### src/rtl/prefix_seq_pkg.sv
package prefix_seq_pkg;
  localparam int OP_W  = 8;
  localparam int SEL_W = 4;

  localparam logic [7:0] OP_MODE1 = 8'h3D;
  localparam logic [7:0] OP_MODE2 = 8'h3E;
  localparam logic [7:0] OP_MODE3 = 8'h3F;
  localparam logic [3:0] GRP_PAIR = 4'h2;
  localparam logic [3:0] GRP_DST  = 4'h1;
  localparam logic [3:0] GRP_SRC  = 4'hB;
  localparam logic [3:0] ROMBUF_REG = 4'd14;

  // strobes from control to datapath
  typedef struct packed {
    logic             start;
    logic             fill;
    logic             step;
    logic             branch;
    logic             setMode;
    logic [1:0]       modeVal;
    logic             loadSrc;
    logic             loadDst;
    logic             setPair;
    logic             clearAll;
    logic [SEL_W-1:0] selNum;
    logic             trigRom;
  } ctrlStrobes_t;

  function automatic logic isPrefixOp(input logic [7:0] op, input logic pairFlag);
    logic modeOp;
    modeOp = (op == OP_MODE1) || (op == OP_MODE2) || (op == OP_MODE3);
    return modeOp || (op[7:4] == GRP_PAIR) ||
           (!pairFlag && ((op[7:4] == GRP_DST) || (op[7:4] == GRP_SRC)));
  endfunction
endpackage

### src/rtl/seq_control.sv
module seq_control
  import prefix_seq_pkg::*;
(
  input  logic             clk,
  input  logic             rstN,
  input  logic             start,
  input  logic [OP_W-1:0]  pipe,
  input  logic             pairFlag,
  input  logic [SEL_W-1:0] srcSel,
  input  logic [SEL_W-1:0] dstSel,
  input  logic             exWrite,
  input  logic             exBranch,
  input  logic             exStop,
  output ctrlStrobes_t     stb,
  output logic             running,
  output logic             dispValid,
  output logic [SEL_W-1:0] dispSrc,
  output logic [SEL_W-1:0] dispDst
);
  logic filled;
  logic modeOp, pairOp, dstOp, srcOp, moveDst, moveSrc, doStep;

  assign dispValid = running && filled;
  assign doStep    = dispValid && !start;

  always_comb begin
    modeOp  = (pipe == OP_MODE1) || (pipe == OP_MODE2) || (pipe == OP_MODE3);
    pairOp  = pipe[7:4] == GRP_PAIR;
    dstOp   = pipe[7:4] == GRP_DST;
    srcOp   = pipe[7:4] == GRP_SRC;
    moveDst = dstOp && pairFlag;
    moveSrc = srcOp && pairFlag;
    dispSrc = moveSrc ? pipe[3:0] : srcSel;
    dispDst = moveDst ? pipe[3:0] : dstSel;

    stb          = '0;
    stb.start    = start;
    stb.fill     = running && !filled && !start;
    stb.step     = doStep;
    stb.branch   = doStep && exBranch;
    stb.selNum   = pipe[3:0];
    stb.setMode  = doStep && modeOp;
    stb.modeVal  = (pipe == OP_MODE1) ? 2'b01 : (pipe == OP_MODE2) ? 2'b10 : 2'b11;
    stb.loadSrc  = doStep && (pairOp || (srcOp && !pairFlag));
    stb.loadDst  = doStep && (pairOp || (dstOp && !pairFlag));
    stb.setPair  = doStep && pairOp;
    stb.clearAll = doStep && !isPrefixOp(pipe, pairFlag);
    stb.trigRom  = doStep && exWrite && (dispDst == ROMBUF_REG);
  end

  always_ff @(posedge clk) begin
    if (!rstN) begin
      running <= 1'b0;
      filled  <= 1'b0;
    end else if (start) begin
      running <= 1'b1;
      filled  <= 1'b0;
    end else if (stb.fill) begin
      filled <= 1'b1;
    end else if (doStep && exStop) begin
      running <= 1'b0;
      filled  <= 1'b0;
    end
  end
endmodule

### src/rtl/seq_datapath.sv
module seq_datapath
  import prefix_seq_pkg::*;
#(
  parameter int PC_W   = 16,
  parameter int BANK_W = 8
) (
  input  logic              clk,
  input  logic              rstN,
  input  ctrlStrobes_t      stb,
  input  logic [PC_W-1:0]   startPc,
  input  logic [BANK_W-1:0] progBank,
  input  logic [BANK_W-1:0] romBank,
  input  logic [OP_W-1:0]   pmData,
  input  logic [PC_W-1:0]   exResult,
  input  logic [7:0]        exOffset,
  input  logic              romValid,
  input  logic [7:0]        romData,
  output logic [BANK_W+PC_W-1:0] pmAddr,
  output logic [OP_W-1:0]   pipe,
  output logic              alt1,
  output logic              alt2,
  output logic              pairFlag,
  output logic [SEL_W-1:0]  srcSel,
  output logic [SEL_W-1:0]  dstSel,
  output logic              romPend,
  output logic [BANK_W+PC_W-1:0] romAddr,
  output logic [7:0]        romBuf
);
  logic [PC_W-1:0] pc;
  logic [PC_W-1:0] offsetExt;

  assign offsetExt = {{(PC_W-8){exOffset[7]}}, exOffset};
  assign pmAddr    = {progBank, pc};

  always_ff @(posedge clk) begin
    if (!rstN) begin
      pc       <= '0;
      pipe     <= '0;
      alt1     <= 1'b0;
      alt2     <= 1'b0;
      pairFlag <= 1'b0;
      srcSel   <= '0;
      dstSel   <= '0;
    end else if (stb.start) begin
      pc       <= startPc;
      alt1     <= 1'b0;
      alt2     <= 1'b0;
      pairFlag <= 1'b0;
      srcSel   <= '0;
      dstSel   <= '0;
    end else if (stb.fill) begin
      pipe <= pmData;
      pc   <= pc + 1'b1;
    end else if (stb.step) begin
      pipe <= pmData;
      pc   <= stb.branch ? pc + offsetExt : pc + 1'b1;
      if (stb.clearAll) begin
        alt1     <= 1'b0;
        alt2     <= 1'b0;
        pairFlag <= 1'b0;
        srcSel   <= '0;
        dstSel   <= '0;
      end else begin
        if (stb.setMode) {alt2, alt1} <= stb.modeVal;
        if (stb.setPair) pairFlag <= 1'b1;
        if (stb.loadSrc) srcSel <= stb.selNum;
        if (stb.loadDst) dstSel <= stb.selNum;
      end
    end
  end

  always_ff @(posedge clk) begin
    if (!rstN) begin
      romPend <= 1'b0;
      romAddr <= '0;
      romBuf  <= '0;
    end else if (stb.trigRom) begin
      romPend <= 1'b1;
      romAddr <= {romBank, exResult};
    end else if (romPend && romValid) begin
      romPend <= 1'b0;
      romBuf  <= romData;
    end
  end
endmodule

### src/rtl/prefix_sequencer.sv
module prefix_sequencer
  import prefix_seq_pkg::*;
#(
  parameter int PC_W   = 16,
  parameter int BANK_W = 8,
  localparam int FULL_W = BANK_W + PC_W
) (
  input  logic              clk,
  input  logic              rstN,
  input  logic              start,
  input  logic [PC_W-1:0]   startPc,
  input  logic [BANK_W-1:0] progBank,
  input  logic [BANK_W-1:0] romBank,
  output logic [FULL_W-1:0] pmAddr,
  input  logic [7:0]        pmData,
  output logic              dispValid,
  output logic [9:0]        dispIdx,
  output logic [3:0]        dispSrc,
  output logic [3:0]        dispDst,
  input  logic              exWrite,
  input  logic [PC_W-1:0]   exResult,
  input  logic              exBranch,
  input  logic [7:0]        exOffset,
  input  logic              exStop,
  output logic              romReq,
  output logic [FULL_W-1:0] romAddr,
  input  logic              romValid,
  input  logic [7:0]        romData,
  output logic [7:0]        romBuf,
  output logic [15:0]       status
);
  ctrlStrobes_t     stb;
  logic [OP_W-1:0]  pipe;
  logic             alt1, alt2, pairFlag, running;
  logic [SEL_W-1:0] srcSel, dstSel;

  seq_control uCtrl (
    .clk(clk), .rstN(rstN), .start(start), .pipe(pipe), .pairFlag(pairFlag),
    .srcSel(srcSel), .dstSel(dstSel), .exWrite(exWrite), .exBranch(exBranch),
    .exStop(exStop), .stb(stb), .running(running), .dispValid(dispValid),
    .dispSrc(dispSrc), .dispDst(dispDst)
  );

  seq_datapath #(.PC_W(PC_W), .BANK_W(BANK_W)) uData (
    .clk(clk), .rstN(rstN), .stb(stb), .startPc(startPc), .progBank(progBank),
    .romBank(romBank), .pmData(pmData), .exResult(exResult), .exOffset(exOffset),
    .romValid(romValid), .romData(romData), .pmAddr(pmAddr), .pipe(pipe),
    .alt1(alt1), .alt2(alt2), .pairFlag(pairFlag), .srcSel(srcSel),
    .dstSel(dstSel), .romPend(romReq), .romAddr(romAddr), .romBuf(romBuf)
  );

  assign dispIdx = {alt2, alt1, pipe};
  assign status  = {3'b000, pairFlag, 2'b00, alt2, alt1, 1'b0, romReq, running, 5'b00000};
endmodule

### config.mk
export PLATFORM = sky130hd
export DESIGN_NAME = prefix_sequencer
export DESIGN_NICKNAME = d
export VERILOG_FILES = /design/src/rtl/prefix_seq_pkg.sv /design/src/rtl/seq_control.sv /design/src/rtl/seq_datapath.sv /design/src/rtl/prefix_sequencer.sv
export SDC_FILE = /design/constraint.sdc
export NUM_CORES = 1
export LEC_CHECK = 0
export ABC_AREA = 1
export BUFFER_PORTS_ARGS = -buffer_cell sky130_fd_sc_hd__buf_2
export CORE_UTILIZATION = 50
export DETAILED_ROUTE_END_ITERATION = 10
export PLACE_DENSITY = 0.88
export SLEW_MARGIN = 10
export SYNTH_ARGS = -nofsm -noshare
export SYNTH_HDL_FRONTEND = slang
export SYNTH_SLANG_ARGS = --single-unit
### constraint.sdc
create_clock -name clk -period 3.86 [get_ports clk]
set_input_delay 0.193 -clock clk [delete_from_list [all_inputs] [get_ports clk]]
set_output_delay 0.193 -clock clk [all_outputs]
set_load 0.01 [all_outputs]
==> flow_summary.yaml <==
outcome:
  status: "finished, final reports clean"
place:
  port_buffers: 143
  gp_congestion: 1.010
  dp.cells: 851
  hpwl_um: 9047
detailed_routing:
  via_per_inst: 5.355
  dr.pass1.iters: 7
  drc: 0
  drtIter0Drc: 257
  avgRoutedWirePerCell_um: 13.65
  num_vias: 4643
  wl_um: 11830
  postRouteAntennaNets: 0
grt:
  grt_max_degree: 43
  overflow: 0
  grt_pass1_wl_um: 18190
  grtUsageTotal: 0.2569
  antenna_found_initial: 0
  grt_pass1_vias: 4044
setup_path:
  cp_max_fo: 42
  critPathMostFrequentCell: "nor2_1"
  path_depth: 11
  cp-start-kind: "flip-flop"
  slowest_stage: "dfxtp_1"
  crit_chain: "nor2_4 > nand3_4 > inv_2 > or2_1 > nand2_1 > nor2_1 > nand3_2 > buf_4 > inv_2 > nor2_1 > nor2_1"
  slowest_delay_ps: 470
  path_class: "flip-flop to flip-flop"
  required_ps: 4100
  worstPathArrival_ps: 2390
  cp_num_buf_inv: 3
  path_delay_family: "simple AND/OR/NAND/NOR gates"
  rr_worst_depth: 11
  end_kind: "flip-flop"
yosys:
  synthCells: 643
  async_flop_share: 0
  synth_cell_types: 40
  seq_area_frac_synth: 0.3266
  netlist_area_um2: 4290
  synth-edff-count: 0
  synth-seq-cells: 70
  synth_warnings: 0
  synthFlopType: "dfxtp_1"
  avgSynthCellArea_um2: 6.672
clock_network:
  cts_setup_buffers: 0
  postCtsHoldBufs: 0
  root_buffer: "clkbuf_8"
  cts_buffer_depth: 2
  cts_max_level: 3
  ctsResizeCount: 0
  cts_buffers: 9
  clock-sinks: 70
  tritoncts: "yes"
  clk_latency_ps: 350
  cts.clk_slew.worst_paths_ps: 90
power_and_ir_drop:
  seq_power_share: 0.482
  switching_share: 0.3164
  p_int_uw: 1090
  p_clk_frac: 0.351
  ir_drop_uv: 191.3
  power_frac_comb: 0.167
  p_leak_uw: 0.002475
  pwr_density_cell_nw_per_um2: 316.5
  p_switching_uw: 504.5
job:
  drv_cap: 0
timing:
  min_period_ps: 2153
  tightestPinTransition_ps: 1197
  hold_viol: 0
  finalCritPeriodShare: 0.5577
  setup_viol: 0
  skew_ps: 17.57
  tns_ps: 0
  report.final.slew_viol_count: 0
  max_freq_ghz: 0.4645
  relSlewSlack: 0.1990
  rsz0062_at_grt: "false"
final_layout:
  multiInputGateArea_um2: 2369
  mostFrequentLayoutCell: "buf_2"
  layout.cells.most_common_list: "buf_2, nand2_1, nor2_1"
  antenna_cells: 0
  area_growth_pct: 17.44
  fillers: 762
  regArea_um2: 1401
  drive_above_1_share: 0.2428
  stdcell_count: 867
  fin_nets: 853
floorplan:
  die_x_um: 94.63
  rows: 33
  top_level_ports: 171
  die_y_um: 94.63
  dieArea_um2: 8955
  core_area_um2: 8258
  start_util: 0.5195
hold_path:
  holdPathStages: 2
  worstHoldPathType: "primary input to flip-flop"
==> layout make-up <==
type | count | share of cell area
multi-input cells | 471 | 0.4701
flip-flops and latches | 70 | 0.2781
repair buffers | 144 | 0.1435
inverters | 61 | 0.04544
well taps | 105 | 0.02607
clock buffers | 9 | 0.02458
clock inverters | 7 | 0.01217
==> flip-flops by register name, summed over array words and instances (netlist names) <==
register	count
uCtrl.filled	1
uCtrl.running	1
uData.alt1	1
uData.alt2	1
uData.dstSel	4
uData.pairFlag	1
uData.pc	16
uData.pipe	8
uData.romAddr	24
uData.romBuf	8
uData.romPend	1
uData.srcSel	4
==> Yosys cell counts, types with 5 or more instances <==
cell	instances	area, um2
a21oi_1	61	305.3
a22oi_1	10	75.07
buf_2	8	40.04
buf_4	30	225.2
clkbuf_1	10	37.54
dfxtp_1	70	1401
ha_1	16	200.2
inv_1	42	157.7
inv_2	15	56.30
nand2_1	126	473.0
nand3_1	37	185.2
nand3b_1	8	60.06
nor2_1	94	352.8
nor3_1	5	25.02
o21ai_0	21	105.1
o21ai_1	40	200.2
xor2_1	9	78.83
==> worst paths after layout <==
kind | startpoint | end | slack, ps
max reg2reg | uData.pipe[6] | uData.romAddr[5] | 1710
min reg2reg | uData.romAddr[23] | uData.romAddr[23] | 480
max | uData.pipe[6] | uData.romAddr[5] | 1710
min | exStop | uCtrl.filled | 50
==> per-layer routing <==
metal	vias to the layer above	part of all wire	global-route usage
li1	2308	-	-
met1	2095	0.41	0.3250
met2	212	0.48	0.4323
met3	28	0.088	0.04589
met4	0	0.023	0.09848
met5	-	0	0
==> power groups by stage <==
stage / clock network, uW / registers [uW] / logic, uW
6_report: 560 / 768 / 267
5_1_grt: 600 / 770 / 296
4_1_cts: 574 / 767 / 263
3_5_place_dp: 0 / 784 / 261
3_3_place_gp: 0 / 783 / 256
2_1_floorplan: 0 / 781 / 188
==> per-stage QoR <==
step | util | area [um2] | hold WS, ps | total power, uW | worst slack, ps
floorplan | - | 4328 | 283.3 | 968.8 | 2089
global placement | 0.5877 | 4853 | 386.1 | 1039 | 1844
detailed placement | 0.5877 | 4853 | 386.1 | 1045 | 1748
CTS | 0.6102 | 5039 | 37.11 | 1604 | 1733
global route | 0.6102 | 5039 | 35.56 | 1666 | 1544
finish | 0.6102 | 5039 | 53.77 | 1594 | 1707
==> logic make-up after synthesis <==
| logic type | Yosys count | synth area share |
|---|---|---|
| simple gates | 286 | 0.2846 |
| compound gates | 147 | 0.1861 |
| buf+inv | 112 | 0.1301 |
| flops | 70 | 0.3266 |
| fa+ha+maj | 17 | 0.05133 |
| xor+xnor | 10 | 0.02042 |
| other cells | 1 | 0.0008741 |
Power figures use the tool's default switching activity.
